`src/rtl/pll_mode_pkg.sv`:
```
// Package: shared mode encoding for the clock synchronizer mode sequencer.
// Assumes: the 2-bit encoding is decoded by neighbouring blocks as written here.
package pll_mode_pkg;

    typedef enum logic [1:0] {
        MODE_HOLD     = 2'b00,
        MODE_FREERUN  = 2'b01,
        MODE_TRACKING = 2'b10
    } pll_mode_t;

endpackage

```
`src/rtl/pmc_rst_sync.sv`:
```
// Module: reset synchronizer with asynchronous assertion and synchronous release.
// Assumes: rst_n may change at any time relative to clk; STAGES >= 2.
module pmc_rst_sync #(
    parameter int STAGES = 2
) (
    input  logic clk,
    input  logic rst_n,
    output logic rst_sync_n
);

    logic [STAGES-1:0] chain_q;

    // Purpose: clear the chain at once on reset, fill it with ones after release.
    always_ff @(posedge clk or negedge rst_n) begin
        if (!rst_n) begin
            chain_q <= '0;
        end else begin
            chain_q <= {chain_q[STAGES-2:0], 1'b1};
        end
    end

    assign rst_sync_n = chain_q[STAGES-1];

endmodule

```
`src/rtl/pmc_bit_sync.sv`:
```
// Module: multi-flop synchronizer for one level signal.
// Assumes: the input is a slow level and not a pulse; synchronous active-low reset.
module pmc_bit_sync #(
    parameter int STAGES = 2
) (
    input  logic clk,
    input  logic rst_n,
    input  logic d_in,
    output logic q_out
);

    logic [STAGES-1:0] sh_q;

    // Purpose: shift the asynchronous level through the chain of flops.
    always_ff @(posedge clk) begin
        if (!rst_n) begin
            sh_q <= '0;
        end else begin
            sh_q <= {sh_q[STAGES-2:0], d_in};
        end
    end

    assign q_out = sh_q[STAGES-1];

endmodule

```
`src/rtl/pmc_mode_fsm.sv`:
```
// Module: mode state machine with the timed start-up hold.
// Assumes: rst_n is already synchronized to clk and ref_fail_s is synchronized.
// The hold counter is cleared by every reset, so each release needs the full count.
module pmc_mode_fsm
    import pll_mode_pkg::*;
#(
    parameter int HOLD_CYCLES = 60000
) (
    input  logic      clk,
    input  logic      rst_n,
    input  logic      ref_fail_s,
    output pll_mode_t state_o
);

    localparam int CW = $clog2(HOLD_CYCLES + 1);
    localparam logic [CW-1:0] HOLD_LAST = CW'(HOLD_CYCLES - 1);

    pll_mode_t     state_q, state_d;
    logic [CW-1:0] hold_cnt_q;

    // Purpose: count master-clock cycles spent in the start-up hold.
    always_ff @(posedge clk) begin
        if (!rst_n) begin
            hold_cnt_q <= '0;
        end else if (state_q == MODE_HOLD && hold_cnt_q != HOLD_LAST) begin
            hold_cnt_q <= hold_cnt_q + 1'b1;
        end
    end

    // Purpose: choose the next mode from the hold count and the reference-fail flag.
    always_comb begin
        state_d = state_q;
        unique case (state_q)
            MODE_HOLD:     if (hold_cnt_q == HOLD_LAST) state_d = MODE_FREERUN;
            MODE_FREERUN:  if (!ref_fail_s) state_d = MODE_TRACKING;
            MODE_TRACKING: if (ref_fail_s) state_d = MODE_FREERUN;
            default:       state_d = MODE_HOLD;
        endcase
    end

    // Purpose: mode register.
    always_ff @(posedge clk) begin
        if (!rst_n) begin
            state_q <= MODE_HOLD;
        end else begin
            state_q <= state_d;
        end
    end

    assign state_o = state_q;

    // the hold is not left before the count completes.
    a_r2_hold_full: assert property (@(posedge clk) disable iff (!rst_n)
        (state_q == MODE_HOLD && hold_cnt_q != HOLD_LAST) |=> (state_q == MODE_HOLD));

    // the hold always exits to freerun, never straight to tracking.
    a_r5_hold_to_freerun: assert property (@(posedge clk) disable iff (!rst_n)
        (state_q == MODE_HOLD) |=> (state_q != MODE_TRACKING));

    // a failed reference forces tracking back to freerun.
    a_r6_fail_leaves_tracking: assert property (@(posedge clk) disable iff (!rst_n)
        (state_q == MODE_TRACKING && ref_fail_s) |=> (state_q == MODE_FREERUN));

    // a healthy reference brings freerun back to tracking.
    a_r7_clear_returns: assert property (@(posedge clk) disable iff (!rst_n)
        (state_q == MODE_FREERUN && !ref_fail_s) |=> (state_q == MODE_TRACKING));

    // the start-up hold is never re-entered without a reset.
    a_r2_no_reentry: assert property (@(posedge clk) disable iff (!rst_n)
        (state_q != MODE_HOLD) |=> (state_q != MODE_HOLD));

endmodule

```
`src/rtl/pmc_lock_qual.sv`:
```
// Module: lock qualifier; raises the lock flag after a steady run of raw lock.
// Assumes: lock_s is synchronized; enable is high only in the tracking mode.
module pmc_lock_qual #(
    parameter int LOCK_QUAL = 16
) (
    input  logic clk,
    input  logic rst_n,
    input  logic enable,
    input  logic lock_s,
    output logic lock_q_o
);

    localparam int QW = $clog2(LOCK_QUAL + 1);
    localparam logic [QW-1:0] QUAL_FULL = QW'(LOCK_QUAL);
    localparam logic [QW-1:0] QUAL_LAST = QW'(LOCK_QUAL - 1);

    logic [QW-1:0] run_q;
    logic          lock_q;

    // Purpose: count consecutive raw-lock cycles in tracking, saturating at LOCK_QUAL.
    always_ff @(posedge clk) begin
        if (!rst_n || !enable || !lock_s) begin
            run_q <= '0;
        end else if (run_q != QUAL_FULL) begin
            run_q <= run_q + 1'b1;
        end
    end

    // Purpose: qualified lock flag, set once the run has reached LOCK_QUAL.
    always_ff @(posedge clk) begin
        if (!rst_n || !enable || !lock_s) begin
            lock_q <= 1'b0;
        end else begin
            lock_q <= (run_q >= QUAL_LAST);
        end
    end

    assign lock_q_o = lock_q;

    // losing raw lock clears the qualified flag on the next edge.
    a_r10_drop: assert property (@(posedge clk) disable iff (!rst_n)
        (!lock_s) |=> (!lock_q));

    // the flag cannot be set outside tracking.
    a_r8_needs_tracking: assert property (@(posedge clk) disable iff (!rst_n)
        (!enable) |=> (!lock_q));

    // the flag is only ever held with a full run behind it.
    a_r9_full_run: assert property (@(posedge clk) disable iff (!rst_n)
        lock_q |-> (run_q == QUAL_FULL));

endmodule

```
`src/rtl/pll_mode_ctrl.sv`:
```
// Module: top of the clock synchronizer mode sequencer.
// Synchronizes the reset release and the two status flags, runs the mode
// state machine and the lock qualifier, and gates all outputs with the
// synchronized reset, so that a reset assertion shows at the outputs at once.
// Assumes: clk is the 20 MHz master clock; the tri-state buffers sit outside.
module pll_mode_ctrl
    import pll_mode_pkg::*;
#(
    parameter int HOLD_CYCLES = 60000,
    parameter int LOCK_QUAL   = 16,
    parameter int SYNC_STAGES = 2
) (
    input  logic       clk,
    input  logic       rst_n,
    input  logic       ref_fail_in,
    input  logic       lock_raw_in,
    output logic [1:0] mode_o,
    output logic       out_en_o,
    output logic       lock_o,
    output logic       ref_fail_o
);

    localparam int NFLAGS = 2;

    logic              rst_s_n;
    logic [NFLAGS-1:0] flags_raw;
    logic [NFLAGS-1:0] flags_s;
    logic              ref_fail_s;
    logic              lock_s;
    logic              lock_q;
    logic              tracking;
    pll_mode_t         state;

    // Purpose: asynchronous assertion, synchronous release of the reset.
    pmc_rst_sync #(.STAGES(SYNC_STAGES)) u_rst_sync (
        .clk        (clk),
        .rst_n      (rst_n),
        .rst_sync_n (rst_s_n)
    );

    assign flags_raw = {lock_raw_in, ref_fail_in};

    // One synchronizer for each incoming status flag.
    for (genvar g = 0; g < NFLAGS; g++) begin : g_flag_sync
        pmc_bit_sync #(.STAGES(SYNC_STAGES)) u_sync (
            .clk   (clk),
            .rst_n (rst_s_n),
            .d_in  (flags_raw[g]),
            .q_out (flags_s[g])
        );
    end

    assign ref_fail_s = flags_s[0];
    assign lock_s     = flags_s[1];

    pmc_mode_fsm #(.HOLD_CYCLES(HOLD_CYCLES)) u_fsm (
        .clk        (clk),
        .rst_n      (rst_s_n),
        .ref_fail_s (ref_fail_s),
        .state_o    (state)
    );

    assign tracking = (state == MODE_TRACKING);

    pmc_lock_qual #(.LOCK_QUAL(LOCK_QUAL)) u_lock (
        .clk      (clk),
        .rst_n    (rst_s_n),
        .enable   (tracking),
        .lock_s   (lock_s),
        .lock_q_o (lock_q)
    );

    // Purpose: output gating; reset and mode act on the outputs without a clock edge.
    always_comb begin
        mode_o     = rst_s_n ? state : MODE_HOLD;
        out_en_o   = rst_s_n && (state != MODE_HOLD);
        lock_o     = rst_s_n && tracking && lock_q;
        ref_fail_o = rst_s_n && ref_fail_s;
    end

    // a qualified lock is only reported with the drivers enabled.
    a_r8_lock_enabled: assert property (@(posedge clk) disable iff (!rst_s_n)
        lock_o |-> out_en_o);

endmodule

```
`config.mk`:
```
export PLATFORM = sky130hd
export DESIGN_NAME = pll_mode_ctrl
export DESIGN_NICKNAME = d
export VERILOG_FILES = /design/src/rtl/pll_mode_pkg.sv /design/src/rtl/pmc_rst_sync.sv /design/src/rtl/pmc_bit_sync.sv /design/src/rtl/pmc_mode_fsm.sv /design/src/rtl/pmc_lock_qual.sv /design/src/rtl/pll_mode_ctrl.sv
export SDC_FILE = /design/constraint.sdc
export NUM_CORES = 1
export LEC_CHECK = 0
export BUFFER_PORTS_ARGS = -buffer_cell sky130_fd_sc_hd__buf_2
export CAP_MARGIN = 20
export CORE_UTILIZATION = 53
export DETAILED_ROUTE_END_ITERATION = 8
export PLACE_DENSITY_LB_ADDON = 0.1
export SLEW_MARGIN = 20
export SYNTH_ARGS = -nofsm -noshare
export SYNTH_HDL_FRONTEND = slang
export SYNTH_SLANG_ARGS = --single-unit
```
`constraint.sdc`:
```
create_clock -name clk -period 1.68 [get_ports clk]
set_clock_uncertainty 0.05 [all_clocks]
set_input_delay 0.252 -clock clk [delete_from_list [all_inputs] [get_ports clk]]
set_output_delay 0.252 -clock clk [all_outputs]
set_load 0.03 [all_outputs]
```
==> results of run 1 <==
==> layer usage <==
layer / vias to the layer above / global-route usage (%) / wire (um)
met4: 0 / 8.97 / 56
met5: - / 0 / 0
met2: 43 / 39.4 / 1680
met1: 633 / 29.3 / 1460
met3: 8 / 8.76 / 170
li1: 632 / - / -
==> worst paths after layout <==
path | to | slack [ns] | cells after the start
worst min-delay path | g_flag_sync[1].u_sync.sh_q[0] | 0.07 | 2
worst max register to register | u_fsm.hold_cnt_q[2] | 0.06 | 6
max in group asynchronous | u_rst_sync.chain_q[1] | 1.30 | 2
min in group asynchronous | u_rst_sync.chain_q[0] | 0.17 | 2
worst max-delay path | lock_o | 0.05 | 4
worst min register to register | u_rst_sync.chain_q[1] | 0.32 | 0
==> area by class of cell <==
class | count | area, sq um
Clock buffer | 6 | 51.3
Clock inverter | 2 | 60.1
Fill cell | 181 | 584
Inverter | 6 | 22.5
Multi-Input combinational cell | 107 | 828
Sequential cell | 30 | 624
Tap cell | 30 | 37.5
Timing Repair Buffer | 41 | 314
==> power groups by stage <==
| stage | clock, mW | combinational [mW] | sequential, mW |
|---|---|---|---|
| final | 0.759 | 0.0662 | 0.734 |
| after global routing | 0.797 | 0.0721 | 0.735 |
| after CTS | 0.768 | 0.0539 | 0.733 |
| after detailed placement | 0 | 0.0484 | 0.750 |
| after global placement | 0 | 0.0467 | 0.748 |
| after floorplan | 0 | 0.0266 | 0.747 |
==> state kept, by name, summed over array words and instances (netlist names) <==
signal                   cells
u_rst_sync.chain_q           2
u_lock.run_q                 5
g_flag_sync.u_sync.sh_q      4
u_lock.lock_q_o              1
u_fsm.hold_cnt_q            16
u_fsm.state_o                2
==> logic make-up (layout without fill, tap and decap cells) <==
kind of cell / count (synthesis) / count (layout) / share of synthesized area, %
DFF: 30 / 30 / 42.4
other: 1 / 1 / 0.260
xor gates and xnor gates: 7 / 7 / 4.26
buffers and inverters: 13 / 55 / 5.39
muxes: 2 / 2 / 1.39
and+or+nand+nor: 67 / 67 / 31.1
AOI/OAI and AO/OA: 25 / 25 / 11.0
adders and majority gates: 5 / 5 / 4.17
==> per-stage QoR <==
stage	hold slack (ns)	utilization [%]	area, sq um
floorplan	-0.0936	-	1440
global placement	-0.0123	65.4	1650
detailed placement	-0.00831	65.4	1650
CTS	0.0643	73.4	1850
global route	0.0571	76.8	1940
finish	0.0724	76.8	1940
==> placed cells by master (no fill, tap or decap), types with 3 or more instances in the layout <==
master	Yosys	routed
o31ai_1	8	7
a21oi_2	0	4
xnor2_1	3	3
buf_2	1	6
dfxtp_1	28	20
or4_1	4	4
or4_4	0	3
nand2_1	5	5
inv_1	6	6
buf_4	0	29
and2_1	6	4
nand4_1	8	8
nor2_1	10	10
clkbuf_4	0	5
dfxtp_2	0	7
ha_1	4	3
a21oi_1	11	7
buf_6	1	5
xor2_1	4	4
nor3_1	3	3
nand3_1	6	5
==> repair_timing <==
action                                  4_1_cts  5_1_grt
endpoints found under the hold margin         2        0
gates resized for setup                      18       20
hold buffers                                  1        0
setup buffers                                 4        2
pin swaps                                     2        6
endpoints found under the setup margin        7       16
cloned                                        1        0
==> key figures, run 1 <==
Status
  • Status: complete, no violations

Worst setup path
  • CP Max Fanout: 7
  • Crit path max-delay family: buffers and inverters
  • Critical path cell sequence: buf_6 -> buf_4 -> and3b_1 -> buf_4
  • CP max stage cell: dfxtp_2
  • Most used cell along the critical path: buf_4
  • CP endpoint kind: output port
  • WS Path Type: reg -> out
  • Worst EP arrival: 1.32 ns
  • Worst reg2reg path startpoint: u_fsm.hold_cnt_q[1]
  • Worst setup SP type: flip-flop
  • CP peak stage delay: around 0.35 ns
  • WP buf/inv: 3
  • Data required time of the critical path: 1.38 ns
  • Start point of the critical path: u_fsm.state_o[0]

Synthesis
  • Ys Warns: 0
  • EDFF count, synth: 0
  • Post-synth top area cell: dfxtp_1
  • Largest cells by area after synthesis: dfxtp_1 39%, o31ai_1 4.2%, a21oi_1 3.8%, dfrtp_1 3.5%, ha_1 3.5%
  • Post-synthesis sequential area ratio: 42.4%
  • Async SR Flop Fraction: roughly 6.7%
  • Synth cell count leaders: 28 x dfxtp_1, 11 x a21oi_1, 10 x nor2_1
  • Post-Syn Nets: ~160
  • Post-synthesis cell area: 1440 sq um
  • Mean Syn Cell Area: 9.60 sq um
  • Count leader, synth: dfxtp_1
  • Post-synthesis sequential element count: 30
  • Post-synth cell types: 44
  • Yosys top cell area share: roughly 39%
  • Cells after Synth: 150
  • Top FF cell, synth: dfxtp_1

STA
  • Endpoints failing setup: 0
  • Period utilisation layout: about 97%
  • Setup TNS: 0 ns
  • Fin crit period: around 1.6 ns
  • Final Hold Vio Count: 0
  • Fmax: 615 MHz
  • Post-route setup slack: between 0.05 and 0.06 ns
  • Final Slew Violations: 0
  • RSZ-0062 raised after global routing: true

Drt
  • Starting DRT DRC Count: 27
  • # DRC: 0
  • Avg Vias per Cell: 5.93
  • TritonRoute pass-1 iters: 4
  • Routed vias: 1,316
  • WL/cell: 15.2 um
  • Antenna-violating nets left: 0
  • Detailed Route WL: 3.37 mm

Final layout
  • ANT cells: 0
  • Fraction of final layout cells sized beyond drive strength 1: 41.1%
  • Final cell count without fillers: 222
  • Area grow syn2layout: 34.6%
  • NumNets Final: 199

Placed design
  • Pre-CTS setup slack: -0.108 ns
  • DP HPWL: 2.17 mm
  • Count of input and output buffers: 8
  • Inst Count DP: 206
  • Gp weighted congestion: approximately 0.84

Clock network
  • CTS max path bufs: 2
  • Root Buffer: clkbuf_4
  • Worst-path clk slew: 0.10 ns
  • CTS Buf Count: 5
  • Clk_lat worst skew: 0.33 ns
  • Htree depth: 2
  • CTS tree: yes
  • Clock sinks: 30

Pwr
  • Final Power: 1.56 mW
  • Sw Pwr: 0.294 mW
  • Pwr Density: approximately 800 nW/um^2
  • Logic pwr share: between 4 and 5%
  • Clock power frac: ~49%
  • Switching part of the total: 18.9%
  • Sequential share of power: 47.1%
  • Peak VDD IR: ~1100 uV
  • Internal power consumption: 1.26 mW
  • P_leak: around 0.76 nW

Flow run
  • Maxcap violations: 0

Floorplan
  • Die area: about 3000 sq um
  • DIE WIDTH: around 54 um
  • Core ar.: ~2500 sq um
  • Starting Density: 57.1%
  • Core Rows: 18
  • Top-Level Pins: 9
  • DIE HEIGHT: 54.1 um

GRT
  • Largest net degree at the start of global routing: 14
  • Total global-route track usage: 24.4%
  • Initial antenna violation count: 0
  • Number of global-route vias before repair: 1,139
  • First-pass GRT wire length: about 5.0 mm
  • Total gr overflow: 0

Min path
  • Worst min-delay path class: in -> reg
  • Min-delay src: lock_raw_in
Power figures use the tool's default switching activity.
==> run 2, diff against run 1 <==
--- a/config.mk
+++ b/config.mk
@@ -9,7 +9,8 @@
 export CAP_MARGIN = 20
 export CORE_UTILIZATION = 53
 export DETAILED_ROUTE_END_ITERATION = 8
-export PLACE_DENSITY_LB_ADDON = 0.1
+export MAX_ROUTING_LAYER = met4
+export PLACE_DENSITY = 0.85
 export SLEW_MARGIN = 20
 export SYNTH_ARGS = -nofsm -noshare
 export SYNTH_HDL_FRONTEND = slang
==> key figures, run 2 (synthesis gave the netlist of run 1 again) <==
Status
  • Status: finished, violations left
  • Failing checks: setup timing

Drt
  • Antenna-violating nets left: 0 (unchanged)
  • Routed vias: 1,350 (+2.6%)
  • TritonRoute pass-1 iters: 5 (+1)
  • # DRC: 0 (unchanged)
  • Starting DRT DRC Count: 56 (+110%)
  • WL/cell: 15.9 um (+4.6%)
  • Detailed Route WL: 3.57 mm (+6.0%)
  • Avg Vias per Cell: 6.00 (+1.2%)

Final layout
  • Multi-input gate area: 810 sq um (-2.3%)
  • Max reg flops: 16 (unchanged)
  • Commonest non-fill, non-tap cell in the layout: buf_4
  • Top Registers: u_fsm.hold_cnt_q: 16 flops, u_lock.run_q: 5 flops, g_flag_sync.u_sync.sh_q: 4 flops
  • Final cell count without fillers: 225 (+1.4%)
  • Area grow syn2layout: 32.9%
  • Fill cells: 174 (-3.9%)
  • Most frequent cells in the layout: 30 x buf_4, 22 x dfxtp_1, 10 x nor2_1, 8 x nand4_1, 8 x a21oi_1
  • Top reg by flops: u_fsm.hold_cnt_q
  • ANT cells: 0 (unchanged)
  • NumNets Final: 202 (+1.5%)
  • Fin area: 1910 sq um (-1.2%)
  • Core Util, Final: 75.9% (-0.94 points)
  • FF/Latch Area: 618 sq um (-1.0%)
  • Fraction of final layout cells sized beyond drive strength 1: 40.0% (-1.1 points)

Worst setup path
  • Crit path max-delay family: simple AND/OR/NAND/NOR gates
  • CP max stage cell: or4_4
  • Worst EP arrival: 1.94 ns (+0.62 ns)
  • FF-to-FF setup slack: -0.04 ns (-0.10 ns)
  • WP buf/inv: 2 (-1)
  • Worst setup SP type: flip-flop
  • CP endpoint: u_fsm.hold_cnt_q[7]
  • Critical path cell sequence: ha_4 -> nand4_1 -> nor4_4 -> buf_6 -> buf_12 -> or4_4 -> a21oi_2
  • WS Path Type: reg -> reg
  • CP peak stage delay: 0.48 ns (+0.13 ns)
  • Critical Path Stages: 7 (+3)
  • Data required time of the critical path: 1.90 ns (+0.52 ns)
  • Reg2reg end: u_fsm.hold_cnt_q[7]
  • CP Max Fanout: 6 (-1)
  • CP endpoint kind: flip-flop
  • Worst reg2reg path startpoint: u_fsm.hold_cnt_q[0]
  • Reg2reg path depth: 7 (+1)
  • Start point of the critical path: u_fsm.hold_cnt_q[0]

STA
  • Fmax: 581 MHz (-5.5%)
  • Setup TNS: -0.126 ns (-0.126 ns)
  • Post-route setup slack: -0.0407 ns (-0.0938 ns)
  • Fin crit period: 1.72 ns (+0.0938 ns)
  • Final Hold Vio Count: 0 (unchanged)
  • Period utilisation layout: 102% (+5.6 points)
  • Final Slew Violations: 0 (unchanged)
  • Endpoints failing setup: 5 (+5)
  • Fin Hold WS: 0.0801 ns (+0.00768 ns)
  • RSZ-0062 raised after global routing: true

Flow run
  • Maxcap violations: 0 (unchanged)

Floorplan
  • DIE HEIGHT: 54.1 um (unchanged)
  • Die area: 2930 sq um (unchanged)
  • Top-Level Pins: 9 (unchanged)
  • DIE WIDTH: 54.1 um (unchanged)
  • Core ar.: 2520 sq um (unchanged)
  • Starting Density: 57.1% (unchanged)
  • Core Rows: 18 (unchanged)

GRT
  • Number of global-route vias before repair: 1,214 (+6.6%)
  • Initial antenna violation count: 0 (unchanged)
  • First-pass GRT wire length: 5.27 mm (+6.4%)
  • Total gr overflow: 0 (unchanged)
  • Total global-route track usage: 26.9% (+2.5 points)
  • Largest net degree at the start of global routing: 12 (-2)

Pwr
  • Clock power frac: 36.3% (-12 points)
  • Switching part of the total: 23.9% (+5.0 points)
  • Final Power: 1.27 mW (-19%)
  • Internal power consumption: 0.963 mW (-24%)
  • P_leak: 0.745 nW (-2.2%)
  • Peak VDD IR: 766 uV (-30%)
  • Pwr Density: 661 nW/um^2 (-18%)
  • Sequential share of power: 58.1% (+11 points)
  • Sw Pwr: 0.302 mW (+2.9%)
  • Logic pwr share: 5.5% (+1.3 points)

Placed design
  • DP HPWL: 2.38 mm (+9.7%)
  • Area after DPL: 1640 sq um (-0.91%)
  • Inst Count DP: 204 (-0.97%)
  • Pre-CTS setup slack: -0.117 ns (-0.00852 ns)
  • Count of input and output buffers: 8 (unchanged)
  • Gp weighted congestion: 0.847 (+0.43%)

Clock network
  • CTS tree: yes
  • Htree depth: 2 (unchanged)
  • Clock sinks: 30 (unchanged)
  • Clk_lat worst skew: 0.34 ns (about the same)
  • CTS max path bufs: 2 (unchanged)
  • Worst-path clk slew: 0.10 ns (about the same)
  • CTS Buf Count: 5 (unchanged)
  • Root Buffer: clkbuf_4

Min path
  • Worst Hold Depth: 2 (unchanged)
  • Worst min-delay path class: in -> reg
  • Min-delay src: ref_fail_in
-- run 2: worst min-delay path by stage --
| stage | endpoint |
|---|---|
| after floorplan | u_rst_sync.chain_q[0] |
| after global routing | g_flag_sync[1].u_sync.sh_q[0] |
| after global placement | u_rst_sync.chain_q[1] |
| final | g_flag_sync[0].u_sync.sh_q[0] |
| after detailed placement | u_rst_sync.chain_q[0] |
| after CTS | g_flag_sync[0].u_sync.sh_q[0] |
-- run 2: power groups by stage --
stage               clock network (mW)  registers, mW  logic [mW]
floorplan                            0          0.747      0.0266
CTS                              0.475          0.733      0.0585
global placement                     0          0.748      0.0430
finish                           0.460          0.736      0.0700
global route                     0.514          0.737      0.0768
detailed placement                   0          0.749      0.0466
-- run 2: timing repair --
action	CTS	global route
resized for setup	17	18
endpoints found under the hold margin	2	0
buffers inserted	3	9
hold buffers	1	0
setup endpoints to repair	13	14
pin swaps	5	7
-- run 2: final cells by class --
cell class              instances  share of cell area [%]
clock buffers                   6                    2.68
clock inverters                 2                   0.654
inverters                       6                    1.37
multi-input cells             107                    42.3
flip-flops and latches         30                    32.3
well taps                      30                    1.96
repair buffers                 44                    18.8
-- run 2: layer usage --
layer	share of wire, %	up-vias	wire [um]	track usage (%)
met5	0	-	0	-
met4	1.9	0	68	9.40
met3	5.1	11	181	9.89
met2	51	44	1830	43.7
met1	42	650	1490	29.9
li1	-	645	-	-
==> run 3, diff against run 2 <==
--- a/config.mk
+++ b/config.mk
@@ -10,7 +10,8 @@
 export CORE_UTILIZATION = 53
 export DETAILED_ROUTE_END_ITERATION = 8
 export MAX_ROUTING_LAYER = met4
-export PLACE_DENSITY = 0.85
+export PLACE_DENSITY = 0.73
+export RECOVER_POWER = 50
 export SLEW_MARGIN = 20
 export SYNTH_ARGS = -nofsm -noshare
 export SYNTH_HDL_FRONTEND = slang
==> key figures, run 3 (synthesis gave the netlist of run 1 again) <==
Flow run
  • Maxcap violations: 0 (unchanged)

Floorplan
  • Die area: 2930 sq um (unchanged)
  • Starting Density: 57.1% (unchanged)
  • DIE HEIGHT: 54.1 um (unchanged)
  • Top-Level Pins: 9 (unchanged)
  • DIE WIDTH: 54.1 um (unchanged)
  • Core ar.: 2520 sq um (unchanged)
  • Core Rows: 18 (unchanged)

Drt
  • Detailed Route WL: 3.30 mm (-7.6%)
  • TritonRoute pass-1 iters: 4 (-1)
  • Routed vias: 1,273 (-5.7%)
  • WL/cell: 15.1 um (-5.0%)
  • # DRC: 0 (unchanged)
  • Avg Vias per Cell: 5.81 (-3.1%)
  • Antenna-violating nets left: 0 (unchanged)
  • Starting DRT DRC Count: 24 (-57%)

STA
  • Fmax: 590 MHz (+1.6%)
  • Final Slew Violations: 0 (unchanged)
  • Final Hold Vio Count: 0 (unchanged)
  • RSZ-0062 raised after global routing: true
  • Endpoints failing setup: 5 (unchanged)
  • Post-route setup slack: -0.0139 ns (+0.0269 ns)
  • Fin crit period: 1.69 ns (-0.0269 ns)
  • Period utilisation layout: 101% (-1.6 points)
  • Setup TNS: -0.0304 ns (+0.0953 ns)

Worst setup path
  • CP Max Fanout: 9 (+3)
  • Data required time of the critical path: 1.88 ns (-0.02 ns)
  • Worst setup SP type: flip-flop
  • CP endpoint kind: flip-flop
  • Worst EP arrival: 1.90 ns (-0.04 ns)
  • WS Path Type: reg -> reg
  • FF-to-FF setup slack: -0.01 ns (+0.03 ns)

Pwr
  • P_leak: 0.719 nW (-3.5%)
  • Peak VDD IR: 636 uV (-17%)
  • Pwr Density: 674 nW/um^2 (+2.0%)

Final layout
  • Area grow syn2layout: 27.9%
  • Commonest non-fill, non-tap cell in the layout: buf_4
  • Top Registers: u_fsm.hold_cnt_q: 16 flops, u_lock.run_q: 5 flops, g_flag_sync.u_sync.sh_q: 4 flops
  • Fill cells: 195 (+12%)
  • Max reg flops: 16 (unchanged)
  • Most frequent cells in the layout: 25 x buf_4, 22 x dfxtp_1, 10 x nor2_1, 9 x a21oi_1, 8 x nand4_1
  • ANT cells: 0 (unchanged)
  • Fraction of final layout cells sized beyond drive strength 1: 37.0% (-3.0 points)
  • Top reg by flops: u_fsm.hold_cnt_q
  • NumNets Final: 196 (-3.0%)

GRT
  • Total global-route track usage: 25.5% (-1.4 points)
  • Total gr overflow: 0 (unchanged)
  • Initial antenna violation count: 0 (unchanged)
  • Met1 GRT Util: 31.0% (+1.1 points)
  • Busiest grt layer: met2
  • Met2 usage: 40.9% (-2.8 points)
  • First-pass GRT wire length: 5.11 mm (-3.0%)
  • Largest net degree at the start of global routing: 16 (+4)
  • Met3 Track Usage GR: 5.08% (-4.8 points)
  • Number of global-route vias before repair: 1,150 (-5.3%)

Status
  • Failing checks: setup timing
  • Status: finished, violations left

Clock network
  • Htree depth: 2 (unchanged)
  • Clk_lat worst skew: 0.32 ns (-0.02 ns)
  • Clock sinks: 30 (unchanged)
  • CTS Buf Count: 5 (unchanged)
  • Root Buffer: clkbuf_4
  • CTS max path bufs: 2 (unchanged)
  • CTS tree: yes
  • Worst-path clk slew: 0.10 ns (about the same)

Placed design
  • DP HPWL: 2.23 mm (-6.2%)
  • Count of input and output buffers: 8 (unchanged)
  • Gp weighted congestion: 0.804 (-5.1%)
  • Pre-CTS setup slack: -0.132 ns (-0.0160 ns)

Min path
  • Worst min-delay path class: in -> reg
-- run 3: timing repair --
item | 4_1_cts | 5_1_grt
hold endpoints to repair | 2 | 0
endpoints found under the setup margin | 10 | 15
gates resized for setup | 16 | 14
pin swaps | 4 | 4
buffers inserted | 5 | 1
hold buffers | 1 | 0
-- run 3: path summary, 6_finish.rpt --
kind	startpoint	end	cells past startpoint
worst max-delay path	u_fsm.hold_cnt_q[6]	u_fsm.hold_cnt_q[11]	6
worst min-delay path	lock_raw_in	g_flag_sync[1].u_sync.sh_q[0]	2
worst max register to register	u_fsm.hold_cnt_q[6]	u_fsm.hold_cnt_q[11]	6
worst min register to register	u_rst_sync.chain_q[0]	u_rst_sync.chain_q[1]	0
max in group asynchronous	rst_n	u_rst_sync.chain_q[1]	2
min in group asynchronous	rst_n	u_rst_sync.chain_q[0]	2
-- run 3: worst max-delay path, stage by stage, from the launching register on --
cell and delay (ns):
dfxtp_4 0.37, or3b_4 0.40, nor4_4 0.29, buf_6 0.18
buf_6 0.11, o31ai_2 0.06, a21oi_1 0.17
-- run 3: layout make-up --
cell class | count | area (sq um) | area share (%)
clock buffer | 6 | 51.3 | 2.79
clock inverter | 2 | 12.5 | 0.679
inverter | 6 | 22.5 | 1.22
multi-input combinational | 107 | 803 | 43.6
sequential | 30 | 621 | 33.7
tap | 30 | 37.5 | 2.04
timing repair buffer | 38 | 294 | 16.0
-- run 3: power by group --
part	switching (mW)	internal (mW)	total, mW	leakage, nW
combinational	0.0255	0.0265	0.0520	0.432
sequential	0.00985	0.724	0.733	0.253
clock	0.255	0.201	0.456	0.0343
-- run 3: metal layers --
metal / vias up / part of all wire, %
li1: 629 / -
met1: 603 / 45
met2: 32 / 49
met3: 9 / 4.5
met4: 0 / 1.9
met5: - / 0
-- run 3: per-stage QoR --
step | power, mW | util (%) | cells | hold slack (ns) | instance area (sq um)
floorplan | 0.773 | - | 150 | -0.0936 | 1440
global placement | 0.789 | 64.8 | 204 | -0.0131 | 1640
detailed placement | 0.793 | 64.8 | 204 | -0.00979 | 1640
CTS | 1.25 | 71.0 | 218 | 0.0742 | 1790
global route | 1.29 | 73.0 | 219 | 0.0783 | 1840
finish | 1.24 | 73.0 | 219 | 0.0801 | 1840
